### config.mk
export PLATFORM = sky130hd
export DESIGN_NAME = pclk_search
export DESIGN_NICKNAME = d
export VERILOG_FILES = /design/src/rtl/pclk_search.sv
export SDC_FILE = /design/constraint.sdc
export NUM_CORES = 1
export LEC_CHECK = 0
export ABC_CLOCK_PERIOD_IN_PS = 6700
export BUFFER_PORTS_ARGS = -buffer_cell sky130_fd_sc_hd__buf_2
export CAP_MARGIN = 25
export CORE_UTILIZATION = 40
export CTS_CLUSTER_SIZE = 25
export DETAILED_ROUTE_END_ITERATION = 7
export GPL_ROUTABILITY_DRIVEN = 0
export SKIP_LAST_GASP = 1
export SYNTH_ARGS = -nofsm -noshare
export SYNTH_HDL_FRONTEND = slang
export SYNTH_SLANG_ARGS = --single-unit
### constraint.sdc
create_clock -name clk -period 6.7 [get_ports clk]
set_input_delay 1.34 -clock clk [delete_from_list [all_inputs] [get_ports clk]]
set_output_delay 1.34 -clock clk [all_outputs]
set_load 0.02 [all_outputs]
### src/rtl/pclk_search.sv
module pclk_search #(
  parameter int          FW     = 32,
  parameter int          SHW    = 3,
  parameter logic [31:0] SRC0_HZ = 32'd288_000_000,
  parameter logic [31:0] SRC1_HZ = 32'd336_000_000
) (
  input  logic            clk,
  input  logic            rst_n,
  input  logic            start,
  input  logic [FW-1:0]   req_freq,
  input  logic            panel_sel,
  output logic            busy,
  output logic            done,
  output logic            src_sel,
  output logic [1:0]      div_sel,
  output logic [SHW-1:0]  shift_sel,
  output logic [FW-1:0]   freq_out
);
  localparam int CW = $clog2(FW);
  localparam logic [SHW-1:0] SH_LAST = '1;

  typedef enum logic [1:0] {S_IDLE, S_LOAD, S_DIV, S_EVAL} state_t;
  state_t state;

  logic [FW-1:0]  req_q, best_diff, num, den, quo;
  logic [FW:0]    rem;
  logic [CW-1:0]  cnt;
  logic           panel_q, final_q;
  logic           src_c, best_src;
  logic [1:0]     div_c, best_div;
  logic [SHW-1:0] sh_c, best_sh;

  logic [FW-1:0] cur_f, cur_d, diff;
  logic [FW:0]   rem_sh;
  logic          ge, win;
  logic [1:0]    last_div;

  assign busy     = (state != S_IDLE);
  assign cur_f    = src_c ? FW'(SRC1_HZ) : FW'(SRC0_HZ);
  assign cur_d    = FW'({div_c, 1'b1}) << sh_c;
  assign rem_sh   = {rem[FW-1:0], num[FW-1]};
  assign ge       = rem_sh >= {1'b0, den};
  assign diff     = (quo >= req_q) ? quo - req_q : req_q - quo;
  assign win      = diff < best_diff;
  assign last_div = panel_q ? 2'd2 : 2'd1;

  always_ff @(posedge clk or negedge rst_n) begin
    if (!rst_n) begin
      state     <= S_IDLE;
      done      <= 1'b0;
      src_sel   <= 1'b0;
      div_sel   <= 2'd0;
      shift_sel <= '0;
      freq_out  <= '0;
      req_q     <= '0;
      panel_q   <= 1'b0;
      final_q   <= 1'b0;
      best_diff <= '1;
      best_src  <= 1'b0;
      best_div  <= 2'd0;
      best_sh   <= '0;
      src_c     <= 1'b0;
      div_c     <= 2'd0;
      sh_c      <= '0;
      num       <= '0;
      den       <= '0;
      quo       <= '0;
      rem       <= '0;
      cnt       <= '0;
    end else begin
      done <= 1'b0;
      case (state)
        S_IDLE: if (start) begin
          req_q     <= req_freq;
          panel_q   <= panel_sel;
          final_q   <= 1'b0;
          best_diff <= '1;
          src_c     <= 1'b0;
          div_c     <= 2'd0;
          sh_c      <= '0;
          state     <= S_LOAD;
        end
        S_LOAD: begin
          num   <= final_q ? cur_f : (cur_f << 1) + cur_d;
          den   <= final_q ? cur_d : cur_d << 1;
          rem   <= '0;
          quo   <= '0;
          cnt   <= '0;
          state <= S_DIV;
        end
        S_DIV: begin
          num <= num << 1;
          quo <= {quo[FW-2:0], ge};
          rem <= ge ? rem_sh - {1'b0, den} : rem_sh;
          cnt <= cnt + 1'b1;
          if (cnt == CW'(FW - 1)) state <= S_EVAL;
        end
        S_EVAL: begin
          if (final_q) begin
            freq_out  <= quo;
            src_sel   <= best_src;
            div_sel   <= best_div;
            shift_sel <= best_sh;
            done      <= 1'b1;
            state     <= S_IDLE;
          end else begin
            if (win) begin
              best_diff <= diff;
              best_src  <= src_c;
              best_div  <= div_c;
              best_sh   <= sh_c;
            end
            state <= S_LOAD;
            if (sh_c != SH_LAST) begin
              sh_c <= sh_c + 1'b1;
            end else if (div_c != last_div) begin
              div_c <= div_c + 1'b1;
              sh_c  <= '0;
            end else if (!src_c) begin
              src_c <= 1'b1;
              div_c <= 2'd0;
              sh_c  <= '0;
            end else begin
              final_q <= 1'b1;
              src_c   <= win ? src_c : best_src;
              div_c   <= win ? div_c : best_div;
              sh_c    <= win ? sh_c  : best_sh;
            end
          end
        end
        default: state <= S_IDLE;
      endcase
    end
  end
endmodule

==> summary.md <==
| Metric | Value |
|---|---|
| Status | `complete, no violations` |
| R2r endpoint | `best_diff[3]$_DFFE_PN1P_` |
| Share of post-route cells with drive strength above 1 | `14.4%` |
| Die Ht | `196 µm` |
| Root buf cell | `clkbuf_16` |
| RSZ-0062 raised after global routing | `no` |
| Crit-path cells | `inv_1, ha_1, and2_1, nand3_1, nor4_1, nand3_1, a41oi_2, nor2_4, mux2i_1, xor2_1, ha_1, a21o_1, a21oi_1, o211ai_1, nor4b_1, o211ai_1, buf_4, or2_2, a2111o_1, mux2i_1, nor3b_1` |
| R2R depth | `21` |
| Clock tree buffer depth | `3` |
| Met2 Routed Length | `18200 µm` |
| N_diodes | `0` |
| Critical R2R Launch | `req_q[15]$_DFFE_PN0P_` |
| Maximum VDD drop | `660 µV` |
| Post-synthesis mux area share | `4.99%` |
| Avg Synthesized Cell Area | `9.02 µm²` |
| Vias in the first global route | `12000` |
| # DRC | `0` |
| Switching Fraction | `46.0%` |
| Maximum clock rate | `165 MHz` |
| Final setup vio count | `0` |
| Synth Area in XOR/XNOR | `3.21%` |
| Syn Std Cell Area | `0.0150 mm²` |
| Register area share after synthesis | `38.8%` |
| Minimum clock period | `6070 ps` |
| Pre-CTS setup slack | `684 ps` |
| Post-synth EDFFs | `0` |
| H-tree lvl count | `1` |
| Postcts setup bufs | `0` |
| Adder-Cell Fraction of Synth Area | `10.4%` |
| Critical path class | `flop to flop` |
| Crit path largest cell delay | `770 ps` |
| Final period utilization | `90.5%` |
| R2R Setup Slk | `630 ps` |
| CP Data Required Time | `7170 ps` |
| Clk pwr share | `17.0%` |
| DRT iter0 DRCs | `775` |
| Clock Skews | `20.5 ps` |
| Multi-input gate area | `0.00814 mm²` |
| Final wirelength | `38500 µm` |
| Synth-to-Final Area Change | `9.89%` |
| Setup TNS | `0 ps` |
| Seq. cell area | `0.00582 mm²` |
| Core Area | `0.0368 mm²` |
| Fillcell total | `3569` |
| Syn Inst Count | `1665` |
| Crit Path Max Fanout | `15` |
| Placed cell area | `0.0156 mm²` |
| Largest net degree at the start of global routing | `149` |
| Part of the power in registers | `25.3%` |
| Reg clk slew, reported paths | `60 ps` |
| Hold Vio Cnt, Final | `0` |
| Fin area | `0.0165 mm²` |
| Die W | `196 µm` |
| Via density per instance | `5.57` |
| Initial Util | `40.8%` |
| Setup crit end | `best_diff[3]$_DFFE_PN1P_` |
| Worst hold path class | `flop to flop` |
| CTS hold repair buffers | `0` |
| Io pins | `76` |
| CTS buffer count | `27` |
| Critical path's top delay family | `simple AND/OR/NAND/NOR gates` |
| Final worst slack | `633 ps` |
| Row cnt | `70` |
| Largest family of logic cells by synthesized area | `compound AO/OA/AOI/OAI gates` |
| Psw | `3.84 mW` |
| Max_cap viols | `0` |
| Worst hold-check slack | `478 ps` |
| Post-synth ARST share | `100%` |
| Mapped Nets | `1824` |
| Buf+Inv Stages, Crit Path | `2` |
| Setup crit end kind | `flop` |
| Yosys warns | `0` |
| Clk_lat worst skew | `550 ps` |
| Initial antenna violation count | `1` |
| First-pass GRT wire length | `63500 µm` |
| WL met1 | `17700 µm` |
| Pwr Density | `507 mW/mm²` |
| CP max stage cell | `a41oi_2` |
| DPL Wire Length | `28000 µm` |
| Final ANT Viol Nets | `0` |
| Total global-route track usage | `20.4%` |
| Crit path launch | `req_q[15]$_DFFE_PN0P_` |
| Top layer in use | `met5` |
| Comb pwr share | `57.7%` |
| Worst Tran Pin Value | `889 ps` |
| Clk sink count | `231` |
| Crit path DAT | `6530 ps` |
| Worst setup SP type | `flop` |
| CP Depth | `21` |
| Final #Nets | `1837` |
| Int Power | `4.51 mW` |
| Most common flop cell mapped by yosys | `dfrtp_1` |
| Die area | `0.0383 mm²` |
| PortBufs | `75` |
| Vias | `12100` |
| TritonCTS clock tree | `done` |
| Slew HR | `40.8%` |
| Cts repair resizes | `0` |
| #FFs+latches synth | `231` |
| Drt pass-1 iters | `5` |
| Simple-gate share of the synthesized area | `13.9%` |
| Metal3 WL | `1800 µm` |
| Complex-gate fraction of the synthesized area | `21.5%` |
| Leak pwr | `7.68 nW` |
| GRT overflow | `0` |
| Max Transition Viols Final | `0` |
| Yosys cell types | `91` |
| Routed len/inst | `17.8 µm` |
-- layout by cell type (no fill, tap or decap), types with 32 or more instances in the layout --
cell,instances
a21oi_1,130
buf_2,74
dfrtp_1,199
dfstp_2,32
ha_1,118
inv_1,164
mux2_2,47
nand2_1,111
nand3_1,65
nor2_1,108
o21ai_0,138
-- final cells by class --
cell class | instances | area share (%)
multi-input cells | 1170 | 49.3
flip-flops and latches | 231 | 35.3
clock buffers | 40 | 4.88
inverters | 165 | 3.75
well taps | 468 | 3.55
repair buffers | 83 | 2.85
clock inverters | 9 | 0.334
-- cells by family (layout without fill, tap and decap cells) --
| kind of cell | Yosys count | after routing |
|---|---|---|
| compound gates | 501 | 501 |
| xor+xnor | 55 | 55 |
| fa+ha+maj | 123 | 123 |
| buf+inv | 264 | 297 |
| flops | 231 | 231 |
| mux | 69 | 69 |
| simple gates | 422 | 422 |
-- state kept, by name (all words and copies together), names as in the netlist --
| register | flops |
|---|---|
| cnt | 5 |
| best_src | 1 |
| rem | 32 |
| panel_q | 1 |
| best_sh | 3 |
| state | 2 |
| done | 1 |
| shift_sel | 3 |
| den | 11 |
| req_q | 32 |
| div_sel | 2 |
| best_div | 2 |
| freq_out | 32 |
| best_diff | 32 |
| quo | 32 |
| src_sel | 1 |
| sh_c | 3 |
| src_c | 1 |
| final_q | 1 |
| div_c | 2 |
| num | 32 |
-- cell usage after synthesis, drive strengths merged (12+ instances only) --
cell | instances | area share [%]
a21o | 31 | 1.6
a21oi | 134 | 4.6
a31o | 14 | 0.82
a31oi | 15 | 0.67
buf | 35 | 1.5
clkbuf | 64 | 1.6
dfrtp | 199 | 33
dfstp | 32 | 5.6
ha | 120 | 10
inv | 164 | 4.1
mux2 | 47 | 3.5
mux2i | 22 | 1.5
nand2 | 117 | 3.1
nand3 | 66 | 2.2
nand4 | 20 | 0.88
nor2 | 109 | 2.8
nor2b | 29 | 1.2
nor3 | 21 | 0.70
o21ai | 145 | 4.9
o22a | 30 | 1.8
o22ai | 21 | 0.88
o31ai | 12 | 0.60
xnor2 | 31 | 1.8
xor2 | 24 | 1.4
-- stage by stage --
stage          utilization, %  total power [mW]  std cells
4_1_cts                  44.8              8.41       2166
3_3_place_gp             42.4              6.84       2116
6_report                 44.8              8.36       2166
3_5_place_dp             42.5              6.94       2117
5_1_grt                  44.8              9.08       2166
2_1_floorplan               -              5.87       1665
-- power by group through the flow --
stage | Combinational [mW] | Clock, mW | Sequential [mW]
final | 4.83 | 1.42 | 2.11
after global routing | 5.40 | 1.52 | 2.17
after CTS | 4.83 | 1.46 | 2.12
after detailed placement | 4.80 | 0 | 2.14
after global placement | 4.72 | 0 | 2.12
after floorplan | 3.84 | 0 | 2.03
-- worst min-delay path by stage --
stage	depth (start not counted)	start	slack, ps	end
after global routing	2	src_sel$_DFFE_PN0P_	510	src_sel$_DFFE_PN0P_
after CTS	2	freq_out[26]$_DFFE_PN0P_	480	freq_out[26]$_DFFE_PN0P_
final	2	freq_out[26]$_DFFE_PN0P_	480	freq_out[26]$_DFFE_PN0P_
after floorplan	2	rem[31]$_DFFE_PN0P_	450	rem[31]$_DFFE_PN0P_
after detailed placement	2	freq_out[26]$_DFFE_PN0P_	470	freq_out[26]$_DFFE_PN0P_
after global placement	2	rem[31]$_DFFE_PN0P_	460	rem[31]$_DFFE_PN0P_
-- metal layers --
layer / vias up / GRT usage, %
met3: 50 / 3.20
met5: - / 0
met4: 2 / 5.61
met2: 259 / 34.0
met1: 5881 / 27.5
li1: 5879 / -
-- tightest hold or removal path, stage by stage (launching register included) --
cell     delay (ps)
dfrtp_1         330
nand2_1          40
o21ai_0          60
Note: power is estimated with default switching activity, not from simulation.
